===== config.mk =====
export PLATFORM = sky130hd
export DESIGN_NAME = sspx_xfer_core
export DESIGN_NICKNAME = d
export VERILOG_FILES = /design/src/rtl/sspx_pkg.sv /design/src/rtl/sspx_fifo.sv /design/src/rtl/sspx_xfer_ctrl.sv /design/src/rtl/sspx_xfer_core.sv
export SDC_FILE = /design/constraint.sdc
export NUM_CORES = 1
export LEC_CHECK = 0
export BUFFER_PORTS_ARGS = -buffer_cell sky130_fd_sc_hd__buf_2
export CAP_MARGIN = 10
export CELL_PAD_IN_SITES_DETAIL_PLACEMENT = 0
export CELL_PAD_IN_SITES_GLOBAL_PLACEMENT = 1
export CORE_ASPECT_RATIO = 0.5
export CORE_MARGIN = 3
export CORE_UTILIZATION = 52
export DETAILED_ROUTE_END_ITERATION = 16
export PLACE_DENSITY = 0.79
export SLEW_MARGIN = 10
export SYNTH_ARGS = -nofsm -noshare
export SYNTH_HDL_FRONTEND = slang
export SYNTH_SLANG_ARGS = --single-unit

===== constraint.sdc =====
create_clock -name clk -period 4.11 [get_ports clk]
set_clock_uncertainty 0.05 [all_clocks]
set_input_delay 0 -clock clk [delete_from_list [all_inputs] [get_ports clk]]
set_output_delay 0 -clock clk [all_outputs]
set_load 0.005 [all_outputs]

===== src/rtl/sspx_pkg.sv =====
package sspx_pkg;

    // Smallest frame the core will exchange; narrower settings are raised to this.
    localparam int unsigned MIN_FRAME_BITS = 4;

    typedef enum logic {
        XS_IDLE = 1'b0,
        XS_WAIT = 1'b1
    } xfer_st_e;

    // Clamp a requested width into [MIN_FRAME_BITS, max_bits].
    function automatic int unsigned clamp_bits(input int unsigned req, input int unsigned max_bits);
        int unsigned n;
        n = req;
        if (n < MIN_FRAME_BITS) n = MIN_FRAME_BITS;
        if (n > max_bits)       n = max_bits;
        return n;
    endfunction

endpackage


===== src/rtl/sspx_fifo.sv =====
module sspx_fifo #(
    parameter int unsigned WIDTH = 16,
    parameter int unsigned DEPTH = 8,
    localparam int unsigned AW = (DEPTH > 1) ? $clog2(DEPTH) : 1,
    localparam int unsigned CW = $clog2(DEPTH + 1)
) (
    input  logic             clk,
    input  logic             rst_n,
    input  logic             push,
    input  logic [WIDTH-1:0] wdata,
    input  logic             pop,
    output logic [WIDTH-1:0] rdata,
    output logic [CW-1:0]    count
);

    typedef struct packed {
        logic [AW-1:0] wr;
        logic [AW-1:0] rd;
        logic [CW-1:0] cnt;
    } fifo_st_t;

    fifo_st_t st_d, st_q;
    logic [WIDTH-1:0] mem [DEPTH];
    logic do_push, do_pop;

    function automatic logic [AW-1:0] bump(input logic [AW-1:0] p);
        return (p == AW'(DEPTH - 1)) ? '0 : p + AW'(1);
    endfunction

    always_comb begin
        st_d    = st_q;
        do_push = push && (st_q.cnt != CW'(DEPTH));
        do_pop  = pop  && (st_q.cnt != '0);
        if (do_push) st_d.wr = bump(st_q.wr);
        if (do_pop)  st_d.rd = bump(st_q.rd);
        case ({do_push, do_pop})
            2'b10:   st_d.cnt = st_q.cnt + CW'(1);
            2'b01:   st_d.cnt = st_q.cnt - CW'(1);
            default: st_d.cnt = st_q.cnt;
        endcase
    end

    always_ff @(posedge clk or negedge rst_n) begin
        if (!rst_n) st_q <= '0;
        else        st_q <= st_d;
    end

    always_ff @(posedge clk) begin
        if (do_push) mem[st_q.wr] <= wdata;
    end

    assign rdata = mem[st_q.rd];
    assign count = st_q.cnt;

    // a push into a full queue without a pop leaves it full
    a_r8_full_drop: assert property (@(posedge clk) disable iff (!rst_n)
        (push && !pop && st_q.cnt == CW'(DEPTH)) |=> (st_q.cnt == CW'(DEPTH)));

    // a pop from an empty queue without a push leaves it empty
    a_r8_empty_pop: assert property (@(posedge clk) disable iff (!rst_n)
        (pop && !push && st_q.cnt == '0) |=> (st_q.cnt == '0));

    // write index wraps to zero after the last slot
    a_r4_wr_wrap: assert property (@(posedge clk) disable iff (!rst_n)
        (push && st_q.cnt != CW'(DEPTH) && st_q.wr == AW'(DEPTH - 1)) |=> (st_q.wr == '0));

    // read index wraps to zero after the last slot
    a_r4_rd_wrap: assert property (@(posedge clk) disable iff (!rst_n)
        (pop && st_q.cnt != '0 && st_q.rd == AW'(DEPTH - 1)) |=> (st_q.rd == '0));

endmodule


===== src/rtl/sspx_xfer_ctrl.sv =====
module sspx_xfer_ctrl
    import sspx_pkg::*;
#(
    parameter int unsigned FW  = 16,
    localparam int unsigned SZW = $clog2(FW + 1)
) (
    input  logic           clk,
    input  logic           rst_n,
    input  logic           port_en,
    input  logic           loop_en,
    input  logic [SZW-1:0] frame_bits,
    input  logic           tx_have,
    input  logic [FW-1:0]  tx_head,
    output logic           tx_pop,
    input  logic           rx_room,
    output logic           rx_push,
    output logic [FW-1:0]  rx_wdata,
    output logic           xch_req,
    output logic [FW-1:0]  xch_tdata,
    input  logic           xch_ack,
    input  logic [FW-1:0]  xch_rdata,
    output logic           in_flight
);

    typedef struct packed {
        xfer_st_e      st;
        logic [FW-1:0] data;
        logic [FW-1:0] mask;
    } ctrl_st_t;

    ctrl_st_t st_d, st_q;
    logic [FW-1:0] cur_mask;
    logic          can_start;

    // Mask with the low n bits set, n being the clamped frame width.
    always_comb begin
        int unsigned n;
        n = clamp_bits(int'(frame_bits), FW);
        for (int i = 0; i < int'(FW); i++) begin
            cur_mask[i] = (i < int'(n));
        end
    end

    always_comb begin
        st_d      = st_q;
        tx_pop    = 1'b0;
        rx_push   = 1'b0;
        rx_wdata  = '0;
        can_start = port_en && tx_have && rx_room;
        case (st_q.st)
            XS_IDLE: begin
                if (can_start) begin
                    tx_pop = 1'b1;
                    if (loop_en) begin
                        rx_push  = 1'b1;
                        rx_wdata = tx_head & cur_mask;
                    end else begin
                        st_d.st   = XS_WAIT;
                        st_d.data = tx_head & cur_mask;
                        st_d.mask = cur_mask;
                    end
                end
            end
            XS_WAIT: begin
                if (xch_ack) begin
                    rx_push  = 1'b1;
                    rx_wdata = xch_rdata & st_q.mask;
                    st_d.st  = XS_IDLE;
                end
            end
            default: st_d.st = XS_IDLE;
        endcase
    end

    always_ff @(posedge clk or negedge rst_n) begin
        if (!rst_n) st_q <= '{st: XS_IDLE, data: '0, mask: '0};
        else        st_q <= st_d;
    end

    assign xch_req   = (st_q.st == XS_WAIT);
    assign xch_tdata = st_q.data;
    assign in_flight = (st_q.st == XS_WAIT);

    // request and outgoing frame hold until acknowledged
    a_r5_req_hold: assert property (@(posedge clk) disable iff (!rst_n)
        (xch_req && !xch_ack) |=> (xch_req && $stable(xch_tdata)));

    // acknowledge ends the request
    a_r5_ack_ends: assert property (@(posedge clk) disable iff (!rst_n)
        (xch_req && xch_ack) |=> !xch_req);

    // disabled idle engine takes nothing from the transmit queue
    a_r2_hold_off: assert property (@(posedge clk) disable iff (!rst_n)
        (!port_en && st_q.st == XS_IDLE) |-> !tx_pop);

    // never write into a full receive queue from idle
    a_r3_no_overflow: assert property (@(posedge clk) disable iff (!rst_n)
        (!rx_room && st_q.st == XS_IDLE) |-> !rx_push);

    // loopback never raises a request
    a_r6_loop_local: assert property (@(posedge clk) disable iff (!rst_n)
        (loop_en && st_q.st == XS_IDLE) |=> !xch_req);

endmodule


===== src/rtl/sspx_xfer_core.sv =====
module sspx_xfer_core
    import sspx_pkg::*;
#(
    parameter int unsigned FRAME_W    = 16,
    parameter int unsigned FIFO_DEPTH = 8,
    localparam int unsigned SZ_W  = $clog2(FRAME_W + 1),
    localparam int unsigned CNT_W = $clog2(FIFO_DEPTH + 1)
) (
    input  logic               clk,
    input  logic               rst_n,
    input  logic               port_en,
    input  logic               loop_en,
    input  logic [SZ_W-1:0]    frame_bits,
    input  logic               tx_push,
    input  logic [FRAME_W-1:0] tx_wdata,
    input  logic               rx_pop,
    output logic [FRAME_W-1:0] rx_rdata,
    output logic               xch_req,
    output logic [FRAME_W-1:0] xch_tdata,
    input  logic               xch_ack,
    input  logic [FRAME_W-1:0] xch_rdata,
    output logic               tx_empty,
    output logic               tx_not_full,
    output logic               rx_not_empty,
    output logic               rx_full,
    output logic               busy
);

    logic [CNT_W-1:0]   tx_cnt, rx_cnt;
    logic [FRAME_W-1:0] tx_head, rx_wdata;
    logic               tx_pop, rx_push, in_flight;

    sspx_fifo #(.WIDTH(FRAME_W), .DEPTH(FIFO_DEPTH)) u_txq (
        .clk   (clk),
        .rst_n (rst_n),
        .push  (tx_push),
        .wdata (tx_wdata),
        .pop   (tx_pop),
        .rdata (tx_head),
        .count (tx_cnt)
    );

    sspx_fifo #(.WIDTH(FRAME_W), .DEPTH(FIFO_DEPTH)) u_rxq (
        .clk   (clk),
        .rst_n (rst_n),
        .push  (rx_push),
        .wdata (rx_wdata),
        .pop   (rx_pop),
        .rdata (rx_rdata),
        .count (rx_cnt)
    );

    sspx_xfer_ctrl #(.FW(FRAME_W)) u_ctrl (
        .clk        (clk),
        .rst_n      (rst_n),
        .port_en    (port_en),
        .loop_en    (loop_en),
        .frame_bits (frame_bits),
        .tx_have    (tx_cnt != '0),
        .tx_head    (tx_head),
        .tx_pop     (tx_pop),
        .rx_room    (rx_cnt != CNT_W'(FIFO_DEPTH)),
        .rx_push    (rx_push),
        .rx_wdata   (rx_wdata),
        .xch_req    (xch_req),
        .xch_tdata  (xch_tdata),
        .xch_ack    (xch_ack),
        .xch_rdata  (xch_rdata),
        .in_flight  (in_flight)
    );

    assign tx_empty     = (tx_cnt == '0);
    assign tx_not_full  = (tx_cnt != CNT_W'(FIFO_DEPTH));
    assign rx_not_empty = (rx_cnt != '0);
    assign rx_full      = (rx_cnt == CNT_W'(FIFO_DEPTH));
    assign busy         = in_flight || !tx_empty;

    // the receive count never moves past full between edges
    a_r3_rx_bound: assert property (@(posedge clk) disable iff (!rst_n)
        rx_full |=> (rx_cnt == CNT_W'(FIFO_DEPTH) || rx_cnt == CNT_W'(FIFO_DEPTH - 1)));

    // a request on the link implies the core reports busy
    a_r9_busy_req: assert property (@(posedge clk) disable iff (!rst_n)
        xch_req |-> busy);

endmodule


Word-level counts from Yosys, hierarchy flattened
Memories as Yosys holds them, arrays and structs flattened.
Cells that the tools add are included.
- add/sub/neg operators: 8
- magnitude comparators: 18
- eq/ne operators: 11
- mux-type cells: 26
- bitwise logic cells: 4
- reductions and logical operators: 14
- operator list (operator ; number):
    $lt 5x32->1 const A ; 8
    $lt 4x32->1 const A ; 4
    $mux 33 ; 2
    $lt 3x32->1 const A ; 2
    $mux 16 ; 3
    $and 16x16->16 ; 2
    $lt 1x32->1 const A ; 1
    $lt 2x32->1 const A ; 1
    $mux 32 ; 1
    $pmux 16 s2 ; 1
    $pmux 4 s2 ; 2
    $add 3x1->3 const B ; 4
    $eq 3x3->1 const B ; 4
    $mux 3 ; 4
    $mux 1 ; 10
    $add 4x1->4 const B ; 2
    $ne 4x4->1 const B ; 2
    $reduce_bool 4->1 ; 2
    $sub 4x1->4 const B ; 2
    $logic_and 1x1->1 ; 6
    $gt 5x5->1 const B ; 1
    $lt 5x3->1 const B ; 1
    $mux 5 ; 1
    $eq 2x1->1 const B ; 2
    other kinds (9) ; 13
- flip-flop bits (word level): 53
- bits in writable memories: 256
- input bits: 44
- output and inout bits: 38
- memories kept: 2
- memory list (memory ; words ; bits a word ; read ports ; clocked after Yosys merged registers in ; wr ports ; RTL line ; RTL):
    u_rxq.mem ; 8 ; 16 ; 1 ; 0 ; 1 ; sspx_fifo.sv:23 ; logic [WIDTH-1:0] mem [DEPTH];
    u_txq.mem ; 8 ; 16 ; 1 ; 0 ; 1 ; sspx_fifo.sv:23 ;

Depth between registers and ports, before layout
Gate-level depths: netlist of run 1.
- depth after elaboration: 9
- mapped depth: 10

Hierarchy
A second synthesis of run 1 with hierarchy kept.
- cell total of the unflattened synthesis: 703
- area total of the unflattened synthesis: 13176.4 µm²
- by module, submodules not included (module ; times used ; cells each ; area an instance (µm²)):
    sspx_fifo (u_txq) ; 1 ; 255 ; 5646.7
    sspx_fifo (u_rxq) ; 1 ; 257 ; 5619.1
    sspx_xfer_ctrl ; 1 ; 182 ; 1858.0
    sspx_xfer_core ; 1 ; 9 ; 52.6

Worst setup path after synthesis of run 1
OpenSTA, ideal clock, no wires.
- kind: register to register
- start point: reg u_ctrl.st_q (netlist bit u_ctrl.in_flight)
- end point: mem u_rxq.mem[4][0] (enable)
- setup time: 0.436 ns
- data arrival time: 2.907 ns
- required time: 3.624 ns
- setup slack: 0.716 ns
- cell stages (with the launch flop): 6
- path buffers: 1
- period minus slack after synthesis: 3.394 ns
- cells stage by stage: dfrtp_1 -> nand2b_1 -> nor3b_1 -> o21bai_2 -> buf_4 -> nor4b_1
- cells in the longest elaborated chain, start to end: 5
- ends and longest elaborated chain (element ; RTL line ; RTL):
    start, declared ; sspx_xfer_ctrl.sv:31 ; ctrl_st_t st_d, st_q;
    start signal, assigned ; sspx_xfer_ctrl.sv:76 ; if (!rst_n) st_q <= '{st: XS_IDLE, data: '0, mask: '0};
    start signal, assigned ; sspx_xfer_ctrl.sv:77 ; else st_q <= st_d;
    $not 1->1 ; sspx_xfer_ctrl.sv:50 ; case (st_q.st)
    $pmux 1 s2 * ; sspx_xfer_ctrl.sv:50 ;
    $logic_and 1x1->1 * ; sspx_fifo.sv:32 ; do_push = push && (st_q.cnt != CW'(DEPTH));
    $mux 1 * ; sspx_fifo.sv:49 ; if (do_push) mem[st_q.wr] <= wdata;
    $mux 1 (not written as such) * ; sspx_fifo.sv:49 ;
    end, declared ; sspx_fifo.sv:23 ;
Every way passes the cells marked *; elsewhere a longest branch is shown, timed or not.

Worst setup path after layout of run 1
- start point: reg u_txq.st_q (netlist bit u_txq.count[0])
- end point: reg u_rxq.st_q (netlist bit u_rxq.count[3])
- cells in the longest elaborated chain, start to end: 8
- elaborated cells between the ends (all ways): 10
- ends and longest elaborated chain (element ; RTL line ; RTL):
    start, declared ; sspx_fifo.sv:22 ; fifo_st_t st_d, st_q;
    start signal, assigned ; sspx_fifo.sv:45 ; else st_q <= st_d;
    $reduce_bool 4->1 * ; sspx_xfer_core.sv:59 ; .tx_have (tx_cnt != '0),
    $logic_and 1x1->1 * (2 in series) ; sspx_xfer_ctrl.sv:49 ; can_start = port_en && tx_have && rx_room;
    $mux 1 * ; sspx_xfer_ctrl.sv:52 ; if (can_start) begin
    $pmux 1 s2 * ; sspx_xfer_ctrl.sv:50 ;
    $logic_and 1x1->1 * ; sspx_fifo.sv:32 ;
    $eq 2x1->1 / $eq 2x2->1 (equally long branches) ; sspx_fifo.sv:36 ; case ({do_push, do_pop})
    $pmux 4 s2 / $reduce_bool 2->1 (equally long branches) ; - ;
    end signal, assigned ; sspx_fifo.sv:45 ;
    end, declared ; sspx_fifo.sv:22 ;
Marks and branches as above.
A chain may end at the register's enable or synchronous reset.

==> reports/qor.csv, run 1 <==
metric,value,unit
synth.ff_latch_count,309,
cts-root-buf,clkbuf_16,
viasPerCell,5.637,
synth-adder-area-share,0.01686,
drtPass1Iterations,5,
hold_start,xch_rdata[5],
die_area,0.02657,mm²
n_antenna_cell,0,
antenna_found_initial,0,
path_class,reg2reg,
syn-num-nets,818,
synth_top_area_share,0.6024,
synth_cell_types,61,
cp_max_fo,12,
initial_core_util,0.5437,
worstPathRequired,4490,ps
numClockSinks,309,
crit_chain,nor4_4 > nor3b_1 > o21bai_2 > ha_1 > ha_1 > a21oi_1 > o21ai_0 > o311ai_0,
grt_use_total,0.2016,
slew_violations,0,
synth_cells,758,
synth_simple_gate_area_frac,0.06608,
hold_viol,0,
worst_r2r_startpoint,u_txq.count[0],
worst_ep_arrival_time,3680,ps
numPortBuffers,81,
post_drt_wl_per_cell,21.27,µm
cap_violations,0,
postCtsSetupBuffers,0,
min_period_over_period,0.8024,
grt_pass1_vias,6799,
cts_buffer_depth,3,
ys_top_cells_by_area,"edfxtp_1 60%, dfrtp_1 10%, mux4_2 7.4%",
synth-compound-area-share,0.04431,
syn_to_final_growth,15.96,%
fin_ws,812.2,ps
grt_max_degree,54,
cts_buffers,27,
period_minus_slack,3298,ps
slowest_stage,o21bai_2,
cts_tree,built,
hold-path-cell-count,4,
critPathLaunchType,flip-flop,
holdWs,47.58,ps
worstHoldPathType,in2reg,
yosys_warnings,0,
die_h,116.8,µm
gp_congestion,0.8144,
rsz0062_at_grt,no,
cp_top_family,compound AO/OA/AOI/OAI gates,
drt_wl_total,25990,µm
setup_tns,0,ps
crit_start,u_txq.count[0],
drive_above_1_share,0.2562,
ys.flop_type,edfxtp_1,
r2r_end,u_rxq.count[3],
worstHoldEndpoint,u_rxq.mem[5][5],
rrSetupSlack,810,ps
synth_top_family_by_area,multiplexers,
core_region_area,0.02347,mm²
synth_edf_count,256,
syn_avg_cell_area,16.84,µm²
seq_area_frac_synth,0.7063,
drc,0,
yosysTopAreaCell,edfxtp_1,
final_core_util,0.6305,
critical_path_buf_inv_count,0,
ant_nets,0,
rows,39,
ctsResizeCount,0,
cpMostUsedCell,ha_1,
io_pins,82,
clkTransAtPathRegs,70,ps
status,completed,
htree_levels,1,
nets,934,
synthXorXnorAreaFrac,0.002745,
die_w,227.6,µm
slowest_delay,620,ps
setup_viol,0,
endpoint_kind,flip-flop,
async_reset_ff_frac,0.1715,
drtIter0Drc,564,
hpwl,16230,µm
r2r_cells,8,
irDropWorstVdd,315.0,µV
cellPowerDensity,682.8,mW/mm²
grt_pass1_wl,40180,µm
worst_pin_slew,1153,ps
slew_headroom,0.2232,
max_freq,0.3032,GHz
muxShareOfSynthArea,0.1319,
num_vias,6888,
overflow,0,
pre_cts_ws,810.7,ps
insertion_delay,540,ps
syn_area,0.01276,mm²
p_leak,5.345,nW
==> per-layer routing <==
layer | vias to the layer above | track usage | wire length (µm)
li1 | 3164 | - | -
met4 | 0 | 0.05050 | 586
met3 | 50 | 0.03264 | 1226
met5 | - | 0 | 0
met2 | 176 | 0.3188 | 12190
met1 | 3498 | 0.3000 | 11990
==> layout make-up <==
cell class              instances  area (µm²)
inverters                      14       52.55
well taps                     328       410.4
multi-input cells             378        3445
clock inverters                12       160.2
clock buffers                  37       723.2
fillers                      1673        8672
repair buffers                144       991.0
flip-flops and latches        309        9017
==> flip-flops by register name, indices dropped and copies added, names as in the netlist <==
signal	count
u_rxq.count	4
u_rxq.mem	128
u_ctrl.in_flight	1
u_txq.mem	128
u_txq.count	4
u_ctrl.st_q	16
u_txq.st_q	6
u_ctrl.xch_tdata	16
u_rxq.st_q	6
==> worst register-to-register path, delay by kind of cell, from the launching register on <==
family / cells / cell delay (ps)
fa+ha+maj: 2 / 710
simple gates: 2 / 650
compound gates: 4 / 1330
flops: 1 / 460
==> logic make-up after synthesis <==
logic type / count (synthesis)
buffers and inverters: 71
AND/OR/NAND/NOR: 158
adder cells (fa/ha/maj): 16
multiplexers: 111
XOR/XNOR: 4
flip-flops: 309
AO/OA/AOI/OAI: 89
==> layout by cell type (no fill, tap or decap), types with 3 or more instances in the layout <==
master / instances
o21ai_0: 42
nor3b_1: 3
nor2_1: 13
a21o_1: 4
mux4_2: 42
nor3_1: 4
clkbuf_1: 9
nor4_2: 3
nor2b_1: 5
dlygate4sd3_1: 40
buf_2: 81
bufinv_16: 4
clkinv_1: 3
nor4b_2: 3
and2_0: 3
mux2_2: 23
buf_4: 22
ha_1: 14
dfrtp_1: 50
dfrtp_2: 3
clkbuf_16: 27
a22oi_1: 13
nand3_1: 25
mux2i_1: 44
nand2_1: 59
a21oi_1: 9
edfxtp_1: 256
clkinv_2: 4
nor3_4: 6
o31ai_1: 4
inv_1: 14
and2_1: 5
nand2b_1: 12
or3_1: 3
==> synth_stat cells (2+ instances only) <==
master	number
fa_1	2
mux4_2	42
inv_1	14
xnor2_1	2
nor2b_1	5
clkbuf_1	15
buf_1	4
dfrtp_1	53
or3_1	3
xor2_1	2
nor4_1	4
nor4b_1	3
buf_2	10
a31oi_1	2
nor3_1	9
nor2_1	13
nand2_1	59
buf_6	4
o31ai_2	2
buf_4	19
buf_8	2
mux2i_1	44
edfxtp_1	256
clkbuf_2	3
o21ai_0	42
and2_0	3
o311ai_0	2
or4_1	2
a22oi_1	13
nand3b_1	2
a21o_1	4
nand4b_1	2
a21oi_1	9
o31ai_1	4
nand2b_1	12
nand3_1	25
ha_1	14
nor3b_1	3
and2_1	5
mux2_2	23
==> where the power goes <==
group,internal [W],total [W],leakage (nW),switching (W)
logic,0.00141,0.00293,1.93,0.00152
registers,0.00406,0.00461,2.98,0.000551
clock network,0.00148,0.00257,0.432,0.00108
total,0.00695,0.0101,5.34,0.00316
==> how the worst max path moves through the flow <==
stage	end	cells after the start
6_report	u_rxq.count[3]	8
2_1_floorplan	u_rxq.mem[4][0]	5
3_3_place_gp	u_rxq.count[3]	8
4_1_cts	u_rxq.count[3]	8
3_5_place_dp	u_rxq.count[3]	8
5_1_grt	u_rxq.count[3]	8
==> stage by stage <==
| stage | total power [W] | cell area, µm² | std cells |
|---|---|---|---|
| after detailed placement | 0.007589 | 13520 | 1133 |
| after floorplan | 0.006633 | 12760 | 758 |
| after global placement | 0.007504 | 13520 | 1133 |
| after global routing | 0.01064 | 14800 | 1222 |
| final | 0.01011 | 14800 | 1222 |
| after CTS | 0.01019 | 14800 | 1222 |
==> timing repair <==
action | 4_1_cts | 5_1_grt
hold endpoints to repair | 253 | 0
endpoints found under the setup margin | 0 | 0
hold buffers | 40 | 0
(Power assumes the default switching activity.)
==> inputs of run 2 (changes only) <==
Clock period 4.11 ns to 3.1 ns, I/O delays scaled along.
==> reports/qor.csv, run 2 (synthesized netlist as in run 1, its figures left out) <==
metric,value,unit,change
status,completed,,unchanged
min_period_over_period,0.8974,,was 0.8024
ant_nets,0,,unchanged
reg_top3,"u_rxq.mem: 128 flops, u_txq.mem: 128 flops",,unchanged
use_met3,0.03264,,unchanged
worstHoldPathType,in2async,,was in2reg
drive_above_1_share,0.2735,,was 0.2562
postCtsSetupBuffers,0,,unchanged
fin_cells,1243,,was 1222
endpoint_kind,flip-flop,,unchanged
cts_buffers,27,,unchanged
die_h,116.8,µm,unchanged
cts_tree,built,,unchanged
die_area,0.02657,mm²,unchanged
placed_cells,1154,,was 1133
rsz0062_at_grt,no,,unchanged
drc,0,,unchanged
setup_viol,0,,unchanged
rows,39,,unchanged
slew_headroom,0.2015,,was 0.2232
syn_to_final_growth,16.97,%,was 15.96%
layout_commonest_cell,edfxtp_1,,unchanged
grt_use_met2,0.3483,,was 0.3188
multi_input_area,0.003441,mm²,was 0.003445 mm²
grt_pass1_wl,40990,µm,was 40180 µm
grt-busiest-layer,met2,,unchanged
grt_max_degree,53,,was 54
clkTransAtPathRegs,70,ps,about the same
p_leak,5.426,nW,was 5.345 nW
cap_violations,0,,unchanged
seq_area,0.009016,mm²,was 0.009017 mm²
grtUsageMet1,0.2909,,was 0.3000
worstPathRequired,3480,ps,was 4490 ps
final_cell_mix,"256 x edfxtp_1, 81 x buf_2, 59 x nand2_1",,unchanged
cts-root-buf,clkbuf_16,,unchanged
insertion_delay,540,ps,about the same
ctsResizeCount,0,,unchanged
grt_use_total,0.2068,,was 0.2016
num_vias,6933,,was 6888
core_region_area,0.02347,mm²,unchanged
grt_pass1_vias,7018,,was 6799
max_freq,0.3595,GHz,was 0.3032 GHz
htree_levels,1,,unchanged
gp_congestion,0.8430,,was 0.8144
worst_ep_arrival_time,3160,ps,was 3680 ps
drtIter0Drc,435,,was 564
post_drt_wl_per_cell,21.30,µm,was 21.27 µm
slew_violations,0,,unchanged
internal_power,0.009205,W,was 0.006947 W
cp_max_fo,6,,was 12
drt_wl_total,26470,µm,was 25990 µm
power_switching,0.004226,W,was 0.003158 W
drtPass1Iterations,5,,unchanged
seqPwrFrac,0.443,,was 0.456
path_class,reg2reg,,unchanged
die_w,227.6,µm,unchanged
swShare,0.3147,,was 0.3125
ctsHoldBuffers,40,,unchanged
cts_buffer_depth,3,,unchanged
numClockSinks,309,,unchanged
critPathLaunchType,flip-flop,,unchanged
p_total,0.01343,W,was 0.01011 W
nets,955,,was 934
viasPerCell,5.578,,was 5.637
n_fill_cell,1669,,was 1673
numPortBuffers,81,,unchanged
power_frac_clock,0.245,,was 0.254
initial_core_util,0.5437,,unchanged
antenna_found_initial,1,,was 0
p_comb_frac,0.311,,was 0.290
overflow,0,,unchanged
hold_viol,0,,unchanged
cellPowerDensity,899.7,mW/mm²,was 682.8 mW/mm²
io_pins,82,,unchanged
worst_pin_slew,1188,ps,was 1153 ps
period_minus_slack,2782,ps,was 3298 ps
irDropWorstVdd,583.0,µV,was 315.0 µV
hpwl,17040,µm,was 16230 µm
run 2: cell types whose count changed in the layout (fill, tap and decap cells not counted), moves of 2 or more:
cell,change
nor3_2,+2
clkinvlp_4,+3
nor3_4,-2
buf_4,+21
clkbuf_1,-4
clkinv_1,+2
run 2: routing by layer:
layer  wire length, µm  vias up
li1                  -     3194
met1             11740     3536
met2             12970      166
met3              1234       37
met4               535        0
met5                 0        -
run 2: final cells by class:
type | count | area share
antenna | 1 | 0.0001676
clock buffer | 32 | 0.04652
clock inverter | 16 | 0.01090
inverter | 14 | 0.003520
multi-input combinational | 378 | 0.2305
sequential | 309 | 0.6040
tap | 328 | 0.02749
timing repair buffer | 165 | 0.07694
run 2: power groups by stage:
stage                     combinational (W)  sequential [W]  clock (W)
after floorplan                     0.00308         0.00571          0
after global placement              0.00410         0.00600          0
after detailed placement            0.00416         0.00605          0
after CTS                           0.00423         0.00596    0.00335
after global routing                0.00460         0.00605    0.00351
final                               0.00418         0.00595    0.00330
run 2: worst paths after layout:
path                                startpoint               to  slack (ps)  cells past startpoint
worst min register to register  u_ctrl.st_q[1]   u_ctrl.st_q[1]         420                      1
worst max-delay path            u_txq.count[0]   u_ctrl.st_q[4]         320                      6
min in group clk                  xch_rdata[0]  u_rxq.mem[6][0]          80                      3
max in group asynchronous                rst_n    u_rxq.st_q[7]        2130                      3
worst min-delay path                     rst_n    u_txq.st_q[4]          80                      2
worst max register to register  u_txq.count[0]   u_ctrl.st_q[4]         320                      6
run 2: per-stage QoR:
step / hold WS (ps) / instance area [µm²] / setup TNS [ps] / util / setup WS [ps]
floorplan: -345.6 / 12770 / -12090 / - / -258.8
global placement: 133.0 / 13670 / 0 / 0.5823 / 504.3
detailed placement: 138.5 / 13670 / 0 / 0.5823 / 338.4
CTS: 21.15 / 14930 / 0 / 0.6359 / 338.2
global route: 90.18 / 14930 / 0 / 0.6360 / 94.76
finish: 76.36 / 14930 / 0 / 0.6360 / 318.0
run 2: critical path, stage by stage, from the launching register on:
cell and delay, ps:
dfrtp_1 470, nor4_4 550, nor4_2 160, dlygate4sd3_1 680, nor2_1 140, a31oi_1 50, dlygate4sd3_1 560
